--- src/rtl/agen_pkg.sv ---
package agen_pkg;
  typedef enum logic [1:0] {
    ST_IDLE,
    ST_HEADS,
    ST_SPT,
    ST_SCALE
  } agen_st_e;

  localparam int DEF_BLK_BYTES = 512;
endpackage

--- src/rtl/agen_mul.sv ---
// Shift-add multiplier, one multiplier bit per cycle, early exit when the
// remaining multiplier bits are zero. go_i reloads even while running.
module agen_mul #(
  parameter int A_W = 48,
  parameter int B_W = 16
) (
  input  logic           clk,
  input  logic           rst_n,
  input  logic           go_i,
  input  logic [A_W-1:0] a_i,
  input  logic [B_W-1:0] b_i,
  output logic           rdy_o,
  output logic [A_W-1:0] prod_o
);
  logic           run_q, run_d;
  logic [A_W-1:0] acc_q, acc_d;
  logic [A_W-1:0] mc_q, mc_d;
  logic [B_W-1:0] mp_q, mp_d;

  always_comb begin
    run_d = run_q;
    acc_d = acc_q;
    mc_d  = mc_q;
    mp_d  = mp_q;
    if (go_i) begin
      run_d = 1'b1;
      acc_d = '0;
      mc_d  = a_i;
      mp_d  = b_i;
    end else if (run_q) begin
      if (mp_q == '0) begin
        run_d = 1'b0;
      end else begin
        if (mp_q[0]) acc_d = acc_q + mc_q;
        mc_d = mc_q << 1;
        mp_d = mp_q >> 1;
      end
    end
  end

  always_ff @(posedge clk or negedge rst_n) begin
    if (!rst_n) begin
      run_q <= 1'b0;
      acc_q <= '0;
      mc_q  <= '0;
      mp_q  <= '0;
    end else begin
      run_q <= run_d;
      acc_q <= acc_d;
      mc_q  <= mc_d;
      mp_q  <= mp_d;
    end
  end

  assign rdy_o  = run_q && (mp_q == '0);
  assign prod_o = acc_q;

  AST_MUL_SHRINK: assert property (@(posedge clk) disable iff (!rst_n)
    (run_q && !go_i && mp_q != '0) |=> (mp_q < $past(mp_q)));
endmodule

--- src/rtl/agen_fsm.sv ---
// Sequences the multiplies for the two addressing modes and produces the
// value loaded into the address register.
module agen_fsm
  import agen_pkg::*;
#(
  parameter int BPB_W   = 16,
  parameter int GEO_W   = 8,
  parameter int ADDR_W  = 48,
  parameter int MB_W    = 16,
  parameter int MAX_LAT = 40
) (
  input  logic              clk,
  input  logic              rst_n,
  input  logic              start_i,
  input  logic              present_i,
  input  logic              lin_mode_i,
  input  logic [3:0]        head_i,
  input  logic [7:0]        sn_i,
  input  logic [7:0]        cl_i,
  input  logic [7:0]        ch_i,
  input  logic [BPB_W-1:0]  bpb_i,
  input  logic [GEO_W-1:0]  spt_i,
  input  logic [GEO_W-1:0]  heads_i,
  input  logic              mul_rdy_i,
  input  logic [ADDR_W-1:0] mul_prod_i,
  output logic              mul_go_o,
  output logic [ADDR_W-1:0] mul_a_o,
  output logic [MB_W-1:0]   mul_b_o,
  output logic              load_o,
  output logic [ADDR_W-1:0] ld_addr_o,
  output logic [BPB_W-1:0]  ld_step_o,
  output logic              ld_err_o,
  output logic              busy_o
);
  localparam int LAT_W = $clog2(MAX_LAT + 1) + 1;

  agen_st_e         st_q, st_d;
  logic [3:0]       hd_q;
  logic [7:0]       sn_q;
  logic [GEO_W-1:0] spt_q;
  logic [BPB_W-1:0] bpb_q;
  logic             snap_en;
  logic [LAT_W-1:0] lat_q, lat_d;

  assign snap_en = (st_q == ST_IDLE) && start_i;

  always_comb begin
    st_d      = st_q;
    mul_go_o  = 1'b0;
    mul_a_o   = '0;
    mul_b_o   = '0;
    load_o    = 1'b0;
    ld_addr_o = '0;
    ld_step_o = bpb_q;
    ld_err_o  = 1'b0;
    case (st_q)
      ST_IDLE: begin
        if (start_i) begin
          if (!present_i) begin
            load_o    = 1'b1;
            ld_step_o = BPB_W'(DEF_BLK_BYTES);
          end else if (lin_mode_i) begin
            mul_go_o = 1'b1;
            mul_a_o  = ADDR_W'({head_i, ch_i, cl_i, sn_i});
            mul_b_o  = MB_W'(bpb_i);
            st_d     = ST_SCALE;
          end else if (heads_i == '0 || spt_i == '0) begin
            load_o    = 1'b1;
            ld_err_o  = 1'b1;
            ld_step_o = bpb_i;
          end else begin
            mul_go_o = 1'b1;
            mul_a_o  = ADDR_W'({ch_i, cl_i});
            mul_b_o  = MB_W'(heads_i);
            st_d     = ST_HEADS;
          end
        end
      end
      ST_HEADS: begin
        if (mul_rdy_i) begin
          mul_go_o = 1'b1;
          mul_a_o  = mul_prod_i + ADDR_W'(hd_q);
          mul_b_o  = MB_W'(spt_q);
          st_d     = ST_SPT;
        end
      end
      ST_SPT: begin
        if (mul_rdy_i) begin
          mul_go_o = 1'b1;
          mul_a_o  = mul_prod_i + ADDR_W'(sn_q) - ADDR_W'(1);
          mul_b_o  = MB_W'(bpb_q);
          st_d     = ST_SCALE;
        end
      end
      ST_SCALE: begin
        if (mul_rdy_i) begin
          load_o    = 1'b1;
          ld_addr_o = mul_prod_i;
          ld_step_o = bpb_q;
          st_d      = ST_IDLE;
        end
      end
      default: st_d = ST_IDLE;
    endcase
  end

  assign busy_o = (st_q != ST_IDLE);
  assign lat_d  = busy_o ? lat_q + LAT_W'(1) : '0;

  always_ff @(posedge clk or negedge rst_n) begin
    if (!rst_n) begin
      st_q  <= ST_IDLE;
      hd_q  <= '0;
      sn_q  <= '0;
      spt_q <= '0;
      bpb_q <= '0;
      lat_q <= '0;
    end else begin
      st_q  <= st_d;
      lat_q <= lat_d;
      if (snap_en) begin
        hd_q  <= head_i;
        sn_q  <= sn_i;
        spt_q <= spt_i;
        bpb_q <= bpb_i;
      end
    end
  end

  AST_DONE_WINDOW: assert property (@(posedge clk) disable iff (!rst_n)
    busy_o |-> (lat_q < LAT_W'(MAX_LAT)));
  AST_CHS_GEOMETRY: assert property (@(posedge clk) disable iff (!rst_n)
    (st_q == ST_HEADS || st_q == ST_SPT) |-> (spt_q != '0));
endmodule

--- src/rtl/agen_accum.sv ---
// Holds the current byte address, the step size and the error flag.
module agen_accum
  import agen_pkg::*;
#(
  parameter int ADDR_W = 48,
  parameter int BPB_W  = 16
) (
  input  logic              clk,
  input  logic              rst_n,
  input  logic              load_i,
  input  logic [ADDR_W-1:0] ld_addr_i,
  input  logic [BPB_W-1:0]  ld_step_i,
  input  logic              ld_err_i,
  input  logic              adv_i,
  input  logic              busy_i,
  output logic [ADDR_W-1:0] addr_o,
  output logic              err_o,
  output logic              done_o
);
  logic [ADDR_W-1:0] addr_q, addr_d;
  logic [BPB_W-1:0]  step_q, step_d;
  logic              err_q, err_d;
  logic              done_q, done_d;
  logic              adv_en;

  assign adv_en = adv_i && !busy_i && !err_q;

  always_comb begin
    addr_d = addr_q;
    step_d = step_q;
    err_d  = err_q;
    done_d = 1'b0;
    if (load_i) begin
      addr_d = ld_addr_i;
      step_d = ld_step_i;
      err_d  = ld_err_i;
      done_d = 1'b1;
    end else if (adv_en) begin
      addr_d = addr_q + ADDR_W'(step_q);
    end
  end

  always_ff @(posedge clk or negedge rst_n) begin
    if (!rst_n) begin
      addr_q <= '0;
      step_q <= BPB_W'(DEF_BLK_BYTES);
      err_q  <= 1'b0;
      done_q <= 1'b0;
    end else begin
      addr_q <= addr_d;
      step_q <= step_d;
      err_q  <= err_d;
      done_q <= done_d;
    end
  end

  assign addr_o = addr_q;
  assign err_o  = err_q;
  assign done_o = done_q;

  AST_ERR_ZERO: assert property (@(posedge clk) disable iff (!rst_n)
    err_q |-> (addr_q == '0));
  AST_BUSY_HOLD: assert property (@(posedge clk) disable iff (!rst_n)
    (busy_i && !load_i) |=> $stable(addr_q));
endmodule

--- src/rtl/chs_lba_addr_gen.sv ---
module chs_lba_addr_gen #(
  parameter  int BPB_W  = 16,
  parameter  int GEO_W  = 8,
  localparam int ADDR_W = 16 + 2 * GEO_W + BPB_W
) (
  input  logic              clk,
  input  logic              rst_n,
  input  logic              start_i,
  input  logic              drive_present_i,
  input  logic [7:0]        dev_head_i,
  input  logic [7:0]        sector_i,
  input  logic [7:0]        cyl_lo_i,
  input  logic [7:0]        cyl_hi_i,
  input  logic [BPB_W-1:0]  blk_bytes_i,
  input  logic [GEO_W-1:0]  trk_sectors_i,
  input  logic [GEO_W-1:0]  head_count_i,
  input  logic              blk_adv_i,
  output logic [ADDR_W-1:0] byte_addr_o,
  output logic              addr_err_o,
  output logic              busy_o,
  output logic              done_o
);
  localparam int MB_W    = (BPB_W > GEO_W) ? BPB_W : GEO_W;
  localparam int MAX_LAT = 2 * GEO_W + BPB_W + 8;

  logic              mul_go, mul_rdy;
  logic [ADDR_W-1:0] mul_a, mul_prod;
  logic [MB_W-1:0]   mul_b;
  logic              load;
  logic [ADDR_W-1:0] ld_addr;
  logic [BPB_W-1:0]  ld_step;
  logic              ld_err;
  logic              unused_dh;

  assign unused_dh = ^{dev_head_i[7], dev_head_i[5:4]};

  agen_fsm #(
    .BPB_W(BPB_W), .GEO_W(GEO_W), .ADDR_W(ADDR_W),
    .MB_W(MB_W), .MAX_LAT(MAX_LAT)
  ) u_fsm (
    .clk        (clk),
    .rst_n      (rst_n),
    .start_i    (start_i),
    .present_i  (drive_present_i),
    .lin_mode_i (dev_head_i[6]),
    .head_i     (dev_head_i[3:0]),
    .sn_i       (sector_i),
    .cl_i       (cyl_lo_i),
    .ch_i       (cyl_hi_i),
    .bpb_i      (blk_bytes_i),
    .spt_i      (trk_sectors_i),
    .heads_i    (head_count_i),
    .mul_rdy_i  (mul_rdy),
    .mul_prod_i (mul_prod),
    .mul_go_o   (mul_go),
    .mul_a_o    (mul_a),
    .mul_b_o    (mul_b),
    .load_o     (load),
    .ld_addr_o  (ld_addr),
    .ld_step_o  (ld_step),
    .ld_err_o   (ld_err),
    .busy_o     (busy_o)
  );

  agen_mul #(.A_W(ADDR_W), .B_W(MB_W)) u_mul (
    .clk    (clk),
    .rst_n  (rst_n),
    .go_i   (mul_go),
    .a_i    (mul_a),
    .b_i    (mul_b),
    .rdy_o  (mul_rdy),
    .prod_o (mul_prod)
  );

  agen_accum #(.ADDR_W(ADDR_W), .BPB_W(BPB_W)) u_acc (
    .clk       (clk),
    .rst_n     (rst_n),
    .load_i    (load),
    .ld_addr_i (ld_addr),
    .ld_step_i (ld_step),
    .ld_err_i  (ld_err),
    .adv_i     (blk_adv_i),
    .busy_i    (busy_o),
    .addr_o    (byte_addr_o),
    .err_o     (addr_err_o),
    .done_o    (done_o)
  );
endmodule

--- config.mk ---
export PLATFORM = sky130hd
export DESIGN_NAME = chs_lba_addr_gen
export DESIGN_NICKNAME = d
export VERILOG_FILES = /design/src/rtl/agen_pkg.sv /design/src/rtl/agen_mul.sv /design/src/rtl/agen_fsm.sv /design/src/rtl/agen_accum.sv /design/src/rtl/chs_lba_addr_gen.sv
export SDC_FILE = /design/constraint.sdc
export NUM_CORES = 1
export LEC_CHECK = 0
export ABC_AREA = 0
export BUFFER_PORTS_ARGS = -buffer_cell sky130_fd_sc_hd__buf_2
export CORE_MARGIN = 1
export CORE_UTILIZATION = 60
export CTS_BUF_LIST = sky130_fd_sc_hd__clkbuf_8
export CTS_CLUSTER_SIZE = 30
export DETAILED_ROUTE_END_ITERATION = 12
export HOLD_SLACK_MARGIN = 0.08
export PLACE_DENSITY_LB_ADDON = 0.2
export SLEW_MARGIN = 20
export SYNTH_ARGS = -nofsm -noshare
export SYNTH_HDL_FRONTEND = slang
export SYNTH_HIERARCHICAL = 1
export SYNTH_SLANG_ARGS = --single-unit
--- constraint.sdc ---
create_clock -name clk -period 7.5 [get_ports clk]
set_clock_uncertainty 0.05 [all_clocks]
set_input_delay 0 -clock clk [delete_from_list [all_inputs] [get_ports clk]]
set_output_delay 0 -clock clk [all_outputs]
set_load 0.01 [all_outputs]
==> impl_metrics.env <==
export IMPL_seq_area_frac_synth=0.282
export IMPL_power_leakage_nw=10.2
export IMPL_path_delay_family="compound AO/OA/AOI/OAI gates"
export IMPL_ys_ff_latch=217
export IMPL_r2r_start="u_mul/prod_o[1]"
export IMPL_min_period_ps=4490
export IMPL_drive_above_1_share=0.131
export IMPL_crit_buf_inv=2
export IMPL_cp_startpoint="u_mul/prod_o[1]"
export IMPL_required_ps=7870
export IMPL_vias=18400
export IMPL_nFillCells=2613
export IMPL_grt_pass1_vias=17500
export IMPL_wl_mm=59.1
export IMPL_io_buffers=116
export IMPL_hpwl_mm=42.9
export IMPL_path_max_fanout=6
export IMPL_chipWidth_um=181
export IMPL_hold_worst_slack_ps=137
export IMPL_worstHoldPathType="in -> reg"
export IMPL_initial_utilization=0.611
export IMPL_ios=120
export IMPL_rr_worst_depth=17
export IMPL_clk_latency_ps=560
export IMPL_final_cell_mix="nand2_1, dfrtp_1, a21oi_1, nor2_1, ha_1"
export IMPL_final_setup_viol_count=0
export IMPL_core_area_mm2=0.0316
export IMPL_critical_path_slowest_cell="dfrtp_1"
export IMPL_firstDrtPassIters=6
export IMPL_wl_per_cell_um=20.6
export IMPL_drtIter0Drc=1730
export IMPL_yosysWarnings=6
export IMPL_areaGrowthSynthToFinish_pct=11.9
export IMPL_path_clk_slew_ps=60
export IMPL_netlist_area_mm2=0.0193
export IMPL_final_hold_viol_count=0
export IMPL_rsz0062_at_grt="no"
export IMPL_layout_commonest_cell="nand2_1"
export IMPL_fin_crit_sh=0.599
export IMPL_critPathKind="reg -> reg"
export IMPL_slew_violations=0
export IMPL_final_util=0.683
export IMPL_cts_resized=0
export IMPL_grt_max_degree=82
export IMPL_syn_num_nets=2555
export IMPL_fmaxAchievable_mhz=223
export IMPL_drc=0
export IMPL_synth_edff_count=0
export IMPL_critical_path_depth=17
export IMPL_htreeDepth=2
export IMPL_grt_ovfl_total=0
export IMPL_synthCells=2319
export IMPL_reg2reg_setup_slack_ps=3010
export IMPL_r2r_end="u_mul/mc_q[43]"
export IMPL_cts_buffers=41
export IMPL_cts_tree="done"
export IMPL_via_per_inst=6.42
export IMPL_synthDistinctLibCells=109
export IMPL_cp_end_kind="flip-flop"
export IMPL_synth_ff_type="dfrtp_1"
export IMPL_cts_num_sinks=217
export IMPL_ir_worst_vdd_mv=0.201
export IMPL_outcome="completed"
export IMPL_gp_congestion=0.989
export IMPL_slowest_delay_ps=560
export IMPL_cts_max_path_buffers=3
export IMPL_grt_first_pass_wirelength_mm=93.8
export IMPL_start_kind="flip-flop"
export IMPL_ant_nets=0
export IMPL_track_usage=0.354
export IMPL_drv_cap=0
export IMPL_cts_root_buf="clkbuf_8"
export IMPL_async_flop_share=1.00
export IMPL_dieArea_mm2=0.0328
export IMPL_crit_arrival_ps=4860
export IMPL_std_cell_rows=65
export IMPL_endpoint="u_mul/mc_q[43]"
export IMPL_relSlewSlack=0.261
export IMPL_setup_tns_final_ps=0
export IMPL_die_y_um=181
export IMPL_syn_avg_cell_area_um2=8.31
export IMPL_whs_path_depth=5
export IMPL_path_cells="inv_1 > ha_1 > inv_1 > ha_1 > fa_1 > a211oi_1 > nor3b_2 > o21ai_1 > a21oi_2 > o211ai_1 > o211ai_1 > a211o_1 > a311o_1 > o21ai_0 > o22ai_1 > nand2_1 > o21ai_0"
export IMPL_worst_slew_pin_slew_ps=1110
export IMPL_final_nets=2671
export IMPL_antenna_found_initial=0
export IMPL_p_per_area_mw_per_mm2=431
[per-layer routing]
metal | GRT usage | routed length, um | vias up
li1 | - | - | 8598
met1 | 0.541 | 27800 | 8787
met2 | 0.508 | 24600 | 899
met3 | 0.0492 | 4910 | 135
met4 | 0.120 | 1740 | 0
met5 | 0 | 0 | -
[cells by family after synthesis]
group,share of synthesized area
fa+ha+maj,0.110
buf+inv,0.0507
mux,0.0708
simple gates,0.178
compound gates,0.241
xor+xnor,0.0682
flops,0.282
[what timing repair did]
| action | 4_1_cts | 5_1_grt |
|---|---|---|
| buffers inserted | 0 | 0 |
| hold buffers | 67 | 0 |
| hold endpoints to repair | 168 | 0 |
[per-stage QoR]
stage               area, um^2  worst slack (ps)  cells  total power, mW
CTS                      21500              3140   2866             9.15
global placement         20000              3200   2726             7.75
finish                   21600              3010   2869             9.29
floorplan                19300              3980   2319             6.47
global route             21600              2800   2867             9.97
detailed placement       20000              3140   2726             7.83
[synth_stat cells, types with 28 or more instances]
| cell | number | area share |
|---|---|---|
| nor2_1 | 169 | 0.033 |
| mux2_2 | 57 | 0.033 |
| and3_1 | 30 | 0.0097 |
| xnor2_1 | 102 | 0.046 |
| inv_1 | 104 | 0.020 |
| nand3_1 | 50 | 0.013 |
| a22oi_1 | 34 | 0.013 |
| mux2i_1 | 71 | 0.037 |
| a22o_1 | 28 | 0.013 |
| o21ai_0 | 159 | 0.041 |
| xor2_1 | 48 | 0.022 |
| a21oi_1 | 183 | 0.048 |
| clkbuf_1 | 84 | 0.016 |
| a21o_1 | 67 | 0.026 |
| nand4_1 | 40 | 0.013 |
| nand2_1 | 293 | 0.057 |
| ha_1 | 163 | 0.11 |
| dfrtp_1 | 216 | 0.28 |
[where the power goes]
group | internal [mW] | switching [mW] | total [mW]
Combinational | 2.39 | 3.45 | 5.84
Sequential | 1.63 | 0.592 | 2.22
Clock | 0.691 | 0.540 | 1.23
[cell type report]
cell class	instances	area (um^2)	share of cell area
Clock inverter	25	196	0.00911
Clock buffer	48	661	0.0306
Sequential cell	217	5430	0.252
Inverter	105	394	0.0183
Antenna cell	2	5.00	0.000232
Multi-Input combinational cell	1867	12900	0.599
Timing Repair Buffer	203	1450	0.0674
Tap cell	402	503	0.0233
[worst register-to-register path, cell delays in order, from the launching register on]
cell      delay [ps]
dfrtp_1          560
inv_1            140
ha_1             310
inv_1             50
ha_1             220
fa_1             440
a211oi_1         410
nor3b_2          120
o21ai_1          320
a21oi_2          150
o211ai_1         300
o211ai_1         190
a211o_1          320
a311o_1          310
o21ai_0          140
o22ai_1          160
nand2_1          100
o21ai_0           80
[state kept, by name, summed over array words and instances (netlist names), 2 cells and up]
signal        count
u_acc/addr_o     48
u_acc/step_q     16
u_fsm/bpb_q      16
u_fsm/hd_q        4
u_fsm/sn_q        8
u_fsm/spt_q       8
u_fsm/st_q        2
u_mul/mc_q       48
u_mul/mp_q       16
u_mul/prod_o     48
[worst min-delay path by stage]
| stage | start | end | slack, ps |
|---|---|---|---|
| finish | start_i | u_fsm/bpb_q[9] | 140 |
| global route | start_i | u_fsm/bpb_q[9] | 150 |
| CTS | dev_head_i[6] | u_mul/mc_q[5] | 90 |
| detailed placement | rst_n | u_acc/addr_o[43] | -50 |
| global placement | rst_n | u_acc/addr_o[44] | -50 |
| floorplan | rst_n | u_acc/addr_o[0] | -350 |
Power figures use the tool's default switching activity.
